File: config.mk
export PLATFORM = sky130hd
export DESIGN_NAME = serial_eeprom
export DESIGN_NICKNAME = d
export VERILOG_FILES = /design/src/rtl/seep_pkg.sv /design/src/rtl/seep_pin_edges.sv /design/src/rtl/seep_prog_timer.sv /design/src/rtl/seep_array.sv /design/src/rtl/seep_cmd_ctrl.sv /design/src/rtl/serial_eeprom.sv
export SDC_FILE = /design/constraint.sdc
export NUM_CORES = 2
export LEC_CHECK = 0
export ABC_AREA = 1
export BUFFER_PORTS_ARGS = -buffer_cell sky130_fd_sc_hd__buf_2
export CAP_MARGIN = 10
export CORE_AREA = 5 5 367 369
export CTS_CLUSTER_DIAMETER = 150
export DETAILED_ROUTE_END_ITERATION = 16
export DIE_AREA = 0 0 372 374
export SETUP_SLACK_MARGIN = 0.5
export SLEW_MARGIN = 20
export SYNTH_ARGS = -nofsm -noshare
export SYNTH_HDL_FRONTEND = slang
export SYNTH_SLANG_ARGS = --single-unit
export TNS_END_PERCENT = 20
File: constraint.sdc
create_clock -name clk_i -period 2.37 [get_ports clk_i]
set_input_delay 0.237 -clock clk_i [delete_from_list [all_inputs] [get_ports clk_i]]
set_output_delay 0.237 -clock clk_i [all_outputs]
set_load 0.05 [all_outputs]
File: src/rtl/seep_pkg.sv
package seep_pkg;

   typedef enum logic [2:0] {
      ST_IDLE,
      ST_OPCODE,
      ST_ADDR,
      ST_DATA,
      ST_READ,
      ST_HOLD
   } seep_state_e;

   typedef enum logic [1:0] {
      OP_EXT   = 2'b00,
      OP_WRITE = 2'b01,
      OP_READ  = 2'b10,
      OP_ERASE = 2'b11
   } seep_op_e;

   typedef enum logic [1:0] {
      EX_LOCK   = 2'b00,
      EX_FILL   = 2'b01,
      EX_CLEAR  = 2'b10,
      EX_UNLOCK = 2'b11
   } seep_ext_e;

   function automatic int unsigned addr_width(input bit wide, input int unsigned narrow_bits);
      return wide ? narrow_bits - 1 : narrow_bits;
   endfunction

   function automatic int unsigned word_width(input bit wide);
      return wide ? 16 : 8;
   endfunction

endpackage

File: src/rtl/seep_pin_edges.sv
module seep_pin_edges (
   input  logic clk_i,
   input  logic rst_ni,
   input  logic cs_i,
   input  logic sk_i,
   output logic sk_rise_o,
   output logic cs_rise_o
);

   logic sk_q;
   logic cs_q;

   always_ff @(posedge clk_i or negedge rst_ni) begin
      if (!rst_ni) begin
         sk_q <= 1'b0;
         cs_q <= 1'b0;
      end else begin
         sk_q <= sk_i;
         cs_q <= cs_i;
      end
   end

   // serial clock events only count while selected
   assign sk_rise_o = sk_i & ~sk_q & cs_i;
   assign cs_rise_o = cs_i & ~cs_q;

endmodule

File: src/rtl/seep_prog_timer.sv
module seep_prog_timer #(
   parameter int unsigned TPROG_CYCLES = 40
) (
   input  logic clk_i,
   input  logic rst_ni,
   input  logic start_i,
   output logic busy_o
);

   localparam int unsigned CW = $clog2(TPROG_CYCLES + 1);

   logic [CW-1:0] cnt_q;

   always_ff @(posedge clk_i or negedge rst_ni) begin
      if (!rst_ni) begin
         cnt_q <= '0;
      end else if (start_i) begin
         cnt_q <= CW'(TPROG_CYCLES);
      end else if (cnt_q != '0) begin
         cnt_q <= cnt_q - 1'b1;
      end
   end

   assign busy_o = (cnt_q != '0);

   AST_START_WHEN_IDLE: assert property (@(posedge clk_i) disable iff (!rst_ni)
      start_i |-> !busy_o) else $error("programming started during busy window");
   AST_BUSY_AFTER_START: assert property (@(posedge clk_i) disable iff (!rst_ni)
      start_i |=> busy_o) else $error("no busy window after programming pulse");

endmodule

File: src/rtl/seep_array.sv
module seep_array #(
   parameter int unsigned AW = 7,
   parameter int unsigned DW = 8
) (
   input  logic          clk_i,
   input  logic          rst_ni,
   input  logic          we_one_i,
   input  logic          we_all_i,
   input  logic [AW-1:0] wr_addr_i,
   input  logic [DW-1:0] wr_data_i,
   input  logic [AW-1:0] rd_addr_i,
   output logic [DW-1:0] rd_data_o
);

   localparam int unsigned DEPTH = 1 << AW;

   logic [DW-1:0] word_rd [DEPTH];

   for (genvar w = 0; w < DEPTH; w++) begin : g_word
      logic [DW-1:0] q;
      logic          hit;

      assign hit = we_all_i | (we_one_i & (wr_addr_i == AW'(w)));

      always_ff @(posedge clk_i or negedge rst_ni) begin
         if (!rst_ni) begin
            q <= '1;
         end else if (hit) begin
            q <= wr_data_i;
         end
      end

      assign word_rd[w] = q;
   end

   assign rd_data_o = word_rd[rd_addr_i];

   AST_SINGLE_WRITE_KIND: assert property (@(posedge clk_i) disable iff (!rst_ni)
      !(we_one_i && we_all_i)) else $error("single and whole-array write together");

endmodule

File: src/rtl/seep_cmd_ctrl.sv
module seep_cmd_ctrl
   import seep_pkg::*;
#(
   parameter int unsigned AW = 7,
   parameter int unsigned DW = 8
) (
   input  logic          clk_i,
   input  logic          rst_ni,
   input  logic          cs_i,
   input  logic          di_i,
   input  logic          sk_rise_i,
   input  logic          cs_rise_i,
   input  logic          busy_i,
   input  logic [DW-1:0] rd_data_i,
   output logic [AW-1:0] rd_addr_o,
   output logic          we_one_o,
   output logic          we_all_o,
   output logic [AW-1:0] wr_addr_o,
   output logic [DW-1:0] wr_data_o,
   output logic          do_en_o,
   output logic          do_o
);

   localparam int unsigned LONGEST = (AW > DW) ? AW : DW;
   localparam int unsigned BCW     = $clog2(LONGEST);

   seep_state_e   state_q;
   logic [BCW-1:0] bitc_q;
   logic [1:0]    opc_q;
   logic [AW-1:0] addr_q;
   logic [DW-1:0] data_q;
   logic [DW-1:0] rsh_q;
   logic          rd_en_q;
   logic          rd_bit_q;
   logic          wel_q;
   logic          poll_q;
   logic          we_one_q;
   logic          we_all_q;
   logic [AW-1:0] wa_q;
   logic [DW-1:0] wd_q;

   logic [AW-1:0] a_next;
   logic [DW-1:0] d_next;
   logic [1:0]    ext_sel;
   logic          addr_last;
   logic          data_last;

   assign a_next    = {addr_q[AW-2:0], di_i};
   assign d_next    = {data_q[DW-2:0], di_i};
   assign ext_sel   = a_next[AW-1 -: 2];
   assign addr_last = (bitc_q == BCW'(AW - 1));
   assign data_last = (bitc_q == BCW'(DW - 1));
   assign rd_addr_o = a_next;

   always_ff @(posedge clk_i or negedge rst_ni) begin
      if (!rst_ni) begin
         state_q  <= ST_IDLE;
         bitc_q   <= '0;
         opc_q    <= '0;
         addr_q   <= '0;
         data_q   <= '0;
         rsh_q    <= '0;
         rd_en_q  <= 1'b0;
         rd_bit_q <= 1'b0;
         wel_q    <= 1'b0;
         poll_q   <= 1'b0;
         we_one_q <= 1'b0;
         we_all_q <= 1'b0;
         wa_q     <= '0;
         wd_q     <= '0;
      end else begin
         we_one_q <= 1'b0;
         we_all_q <= 1'b0;
         if (!cs_i) begin
            state_q  <= ST_IDLE;
            rd_en_q  <= 1'b0;
            rd_bit_q <= 1'b0;
            poll_q   <= 1'b0;
         end else begin
            if (cs_rise_i && busy_i) begin
               poll_q <= 1'b1;
            end
            if (sk_rise_i) begin
               unique case (state_q)
                  ST_IDLE: begin
                     if (di_i && !busy_i && !poll_q) begin
                        state_q <= ST_OPCODE;
                        bitc_q  <= '0;
                     end
                  end
                  ST_OPCODE: begin
                     opc_q <= {opc_q[0], di_i};
                     if (bitc_q == BCW'(1)) begin
                        state_q <= ST_ADDR;
                        bitc_q  <= '0;
                     end else begin
                        bitc_q <= bitc_q + 1'b1;
                     end
                  end
                  ST_ADDR: begin
                     addr_q <= a_next;
                     if (!addr_last) begin
                        bitc_q <= bitc_q + 1'b1;
                     end else begin
                        bitc_q <= '0;
                        case (seep_op_e'(opc_q))
                           OP_READ: begin
                              rsh_q    <= rd_data_i;
                              rd_en_q  <= 1'b1;
                              rd_bit_q <= 1'b0;
                              state_q  <= ST_READ;
                           end
                           OP_WRITE: begin
                              state_q <= ST_DATA;
                           end
                           OP_ERASE: begin
                              state_q <= ST_HOLD;
                              if (wel_q) begin
                                 we_one_q <= 1'b1;
                                 wa_q     <= a_next;
                                 wd_q     <= '1;
                              end
                           end
                           default: begin
                              case (seep_ext_e'(ext_sel))
                                 EX_UNLOCK: begin
                                    wel_q   <= 1'b1;
                                    state_q <= ST_HOLD;
                                 end
                                 EX_LOCK: begin
                                    wel_q   <= 1'b0;
                                    state_q <= ST_HOLD;
                                 end
                                 EX_CLEAR: begin
                                    state_q <= ST_HOLD;
                                    if (wel_q) begin
                                       we_all_q <= 1'b1;
                                       wd_q     <= '1;
                                    end
                                 end
                                 default: begin
                                    state_q <= ST_DATA;
                                 end
                              endcase
                           end
                        endcase
                     end
                  end
                  ST_DATA: begin
                     data_q <= d_next;
                     if (!data_last) begin
                        bitc_q <= bitc_q + 1'b1;
                     end else begin
                        state_q <= ST_HOLD;
                        if (wel_q) begin
                           we_one_q <= (seep_op_e'(opc_q) == OP_WRITE);
                           we_all_q <= (seep_op_e'(opc_q) != OP_WRITE);
                           wa_q     <= addr_q;
                           wd_q     <= d_next;
                        end
                     end
                  end
                  ST_READ: begin
                     rd_bit_q <= rsh_q[DW-1];
                     rsh_q    <= {rsh_q[DW-2:0], 1'b0};
                  end
                  default: begin
                  end
               endcase
            end
         end
      end
   end

   assign we_one_o  = we_one_q;
   assign we_all_o  = we_all_q;
   assign wr_addr_o = wa_q;
   assign wr_data_o = wd_q;
   assign do_en_o   = poll_q | rd_en_q;
   assign do_o      = poll_q ? ~busy_i : rd_bit_q;

   AST_PROG_NEEDS_LATCH: assert property (@(posedge clk_i) disable iff (!rst_ni)
      (we_one_q || we_all_q) |-> wel_q) else $error("array modified with latch clear");
   AST_DESELECT_RELEASES_DO: assert property (@(posedge clk_i) disable iff (!rst_ni)
      !cs_i |=> !do_en_o) else $error("DO still driven after deselect");
   AST_POLL_ENTRY: assert property (@(posedge clk_i) disable iff (!rst_ni)
      $rose(poll_q) |-> ($past(busy_i) && $past(cs_i) && !$past(cs_i, 2))) else $error("status mode entered without busy select toggle");
   AST_READ_ONLY_IDLE: assert property (@(posedge clk_i) disable iff (!rst_ni)
      $rose(rd_en_q) |-> !$past(busy_i)) else $error("read accepted during busy window");

endmodule

File: src/rtl/serial_eeprom.sv
module serial_eeprom
   import seep_pkg::*;
#(
   parameter bit          WORD16       = 1'b0,
   parameter int unsigned NARROW_AW    = 7,
   parameter int unsigned TPROG_CYCLES = 40
) (
   input  logic clk_i,
   input  logic rst_ni,
   input  logic cs_i,
   input  logic sk_i,
   input  logic di_i,
   output logic do_o,
   output logic do_en_o
);

   localparam int unsigned AW = addr_width(WORD16, NARROW_AW);
   localparam int unsigned DW = word_width(WORD16);

   initial begin : g_param_chk
      assert (NARROW_AW >= 4 && NARROW_AW <= 12)
         else $error("NARROW_AW out of supported range");
      assert (TPROG_CYCLES >= 1)
         else $error("TPROG_CYCLES must be at least one");
   end

   logic          sk_rise;
   logic          cs_rise;
   logic          busy;
   logic          we_one;
   logic          we_all;
   logic [AW-1:0] wr_addr;
   logic [DW-1:0] wr_data;
   logic [AW-1:0] rd_addr;
   logic [DW-1:0] rd_data;

   seep_pin_edges u_edges (
      .clk_i     (clk_i),
      .rst_ni    (rst_ni),
      .cs_i      (cs_i),
      .sk_i      (sk_i),
      .sk_rise_o (sk_rise),
      .cs_rise_o (cs_rise)
   );

   seep_cmd_ctrl #(.AW(AW), .DW(DW)) u_ctrl (
      .clk_i     (clk_i),
      .rst_ni    (rst_ni),
      .cs_i      (cs_i),
      .di_i      (di_i),
      .sk_rise_i (sk_rise),
      .cs_rise_i (cs_rise),
      .busy_i    (busy),
      .rd_data_i (rd_data),
      .rd_addr_o (rd_addr),
      .we_one_o  (we_one),
      .we_all_o  (we_all),
      .wr_addr_o (wr_addr),
      .wr_data_o (wr_data),
      .do_en_o   (do_en_o),
      .do_o      (do_o)
   );

   seep_prog_timer #(.TPROG_CYCLES(TPROG_CYCLES)) u_timer (
      .clk_i   (clk_i),
      .rst_ni  (rst_ni),
      .start_i (we_one | we_all),
      .busy_o  (busy)
   );

   seep_array #(.AW(AW), .DW(DW)) u_array (
      .clk_i     (clk_i),
      .rst_ni    (rst_ni),
      .we_one_i  (we_one),
      .we_all_i  (we_all),
      .wr_addr_i (wr_addr),
      .wr_data_i (wr_data),
      .rd_addr_i (rd_addr),
      .rd_data_o (rd_data)
   );

endmodule

==> results.md <==
* Largest net degree at the start of global routing at roughly 110
* IO Pins at 7
* RSZ-0062 raised after global routing: yes
* Critical Path AT at approximately 2.8 ns
* Worst Hold Depth at 2
* Final Wtd Congestion at 0.878
* H-tree level count at 3
* Rel. slew slack at 0.330
* EDFF count, synth at 0
* GRT Total Usage at 0.236
* Number of global-route vias before repair at 41.4k
* Slew Limit Fails at 0
* HPWL Detailed at 100000 um
* Post-synth cell types at 40
* Min-Delay Endpoint: u_edges.sk_q
* Cells after Synth at about 6.2k
* Seq cells post-synth at 1083
* Syn Std Cell Area at 51900 um^2
* Peak supply drop at about 0.69 mV
* Status: complete, no violations
* Die area at about 140000 um^2
* Fraction of layout instances using a drive strength above 1 at 0.323
* Endpoints failing setup at 0
* Crit-path max FO at 12
* Fin Hold WS at 0.156 ns
* R2R setup slack at 0.16 ns
* RR Endpoint: u_ctrl.rsh_q[1]
* Drt pass-1 iters at 6
* Core Area at 131000 um^2
* Final Util at 0.478
* Routed Antenna Nets at 0
* Die width at 372 um
* Synth Flop Type: dfstp_2
* Async SR Flop Fraction at 1.00
* Cell taking the most area after synthesis: dfstp_2
* Commonest non-fill, non-tap cells in the layout: dfstp_2 (1024), nor2_1 (1012), nand2_1 (990)
* Critical Path Source Type: flop
* Leakage at 25.4 nW
* Overall power at 61.1 mW
* Root Driver: clkbuf_16
* Share of Yosys cell area claimed by the top area cell type at 0.519
* Fin. Hold Viols at 0
* R2R depth at 12
* Global-route wire length before repair at 256000 um
* Period utilization at 0.932
* CTS buffer count at ~120
* Critical path data required time at 3.00 ns
* Via count at around 44k
* CP Class: flop to flop
* Routed WL per cell at 21.4 um
* Measured slew at the worst slew-check pin at roughly 1.0 ns
* Post-Route WL at 173000 um
* Commonest non-fill, non-tap cell in the layout: dfstp_2
* Port Buffers at 6
* Post-route setup TNS at 0 ns
* Overflow left after global routing at 0
* Clk_skew at about 0.026 ns
* Setup crit end kind: flop
* Maxcap violations at 0
* Row count at 133
* Pwr per Cell Area at 976 nW/um^2
* Remaining routing DRC violations at 0
* Clock tree from TritonCTS: done
* Area growth syn-to-layout at 20.6%
* Fmax at 0.453 GHz
* CTS max path bufs at 3
* Clock tree sinks at 1083
* DR iter-0 viols at roughly 4.3k
* Final Net Count at 6249
* # fillers at 12.5k
* Synth top area cells: dfstp_2 (52%), a21oi_1 (9.9%), nand2_1 (7.8%)
* Clk Latency, worst-skew pair at 0.75 ns
* Initial antenna violation count at 2
* Die Ht at 374 um
* Starting Density at 0.396
* Syn nets at roughly 6.2k
* Yosys warning total at 0
* Fin crit period at 2.21 ns
* Clk slew on worst S/H paths at 0.07 ns
* Critical R2R Launch: u_ctrl.addr_q[0]
* Min-Delay Path Class: input pin to flop
* Syn avg cell area at 8.34 um^2
* Hold wc startpoint: sk_i
* Vias per cell at 5.48
* Register area share after synthesis at 0.547
-- registers in the layout (all words and copies together) (netlist names), 2 cells and up --
signal / flops
u_array.g_word.q: 1024
u_ctrl.opc_q: 2
u_ctrl.data_q: 7
u_timer.cnt_q: 6
u_ctrl.state_q: 3
u_ctrl.bitc_q: 3
u_ctrl.rsh_q: 8
u_ctrl.addr_q: 7
u_ctrl.wr_data_o: 8
u_ctrl.wr_addr_o: 7
-- cells by family after synthesis --
logic type,after synthesis,share of synthesized area
flip-flops,1083,0.547
AO/OA/AOI/OAI,1487,0.146
adder cells (fa/ha/maj),15,0.00362
XOR/XNOR,2,0.000338
multiplexers,1,0.000217
buffers and inverters,674,0.0613
AND/OR/NAND/NOR,2957,0.241
-- power by group --
group	total [mW]	switching [mW]	leakage (nW)	internal, mW
sequential	21.7	1.00	11.4	20.7
combinational	20.5	13.0	12.0	7.52
clock	18.9	7.88	1.96	11.0
total	61.1	21.9	25.4	39.2
-- how the worst max path moves through the flow --
stage	start	endpoint	slack, ns	depth (start not counted)
final	u_ctrl.addr_q[0]	u_ctrl.rsh_q[1]	0.16	12
after global routing	u_ctrl.addr_q[0]	u_ctrl.rsh_q[7]	0.11	14
after CTS	u_timer.cnt_q[0]	do_o	0.20	5
after detailed placement	u_ctrl.wr_addr_o[3]	u_array.g_word[75].q[2]	0.08	10
after global placement	di_i	u_ctrl.rsh_q[0]	0.11	14
after floorplan	u_ctrl.addr_q[4]	u_ctrl.wr_data_o[4]	0.43	8
-- metal layers --
layer	vias up	track usage	part of all wire
met3	337	0.0384	0.069
li1	20700	-	-
met1	21700	0.335	0.43
met2	1532	0.363	0.46
met4	2	0.0855	0.038
met5	-	0	0.000075
-- metrics by stage --
step                      instance area (um^2)  worst slack [ns]  cells
after floorplan                          51900             0.426   6219
after global placement                   54900             0.110   7748
after detailed placement                 54900            0.0819   7748
after CTS                                60400             0.196   8004
after global routing                     62500             0.110   8079
final                                    62500             0.161   8079
-- worst max-delay path, cell delays in order, from the launching register on --
cell and delay, ns:
dfrtp_4 0.58, buf_12 0.19, bufbuf_16 0.30, a21oi_1 0.13, o21ai_0 0.11, nand3_1 0.14, nand3_1 0.12, nand3_2 0.14
nand2_2 0.10, nand2_2 0.11, nand2_1 0.06, nand3_1 0.07, nand2_1 0.05
-- final cells by class --
type                    instances  area, um^2  area share
inverters                     183         786      0.0126
repair inverters                1        8.76    0.000140
well taps                    1755        2200      0.0351
repair buffers                365        4920      0.0787
flip-flops and latches       1083       28400       0.454
diodes                          1        2.50   0.0000400
multi-input cells            4477       22300       0.356
clock inverters                46         544     0.00870
clock buffers                 168        3420      0.0547
-- synthesized netlist by cell type (all sizes together), types with 3 or more instances --
master,n
nor2,1066
nand3,705
clkinv,5
nand2,1144
ha,15
a21oi,1028
a22oi,7
nor3,28
o21ai,373
o22ai,50
clkbuf,206
buf,285
a31oi,3
dfrtp,59
nand4,8
o211ai,21
inv,178
dfstp,1024
-- timing repair --
| item | 4_1_cts | 5_1_grt |
|---|---|---|
| resized for setup | 218 | 348 |
| setup buffers | 24 | 48 |
| pin swaps | 39 | 80 |
| gates cloned | 15 | 26 |
| setup endpoints to repair | 983 | 1019 |
| hold endpoints to repair | 67 | 0 |
| hold buffers | 3 | 0 |
Power figures use the tool's default switching activity.
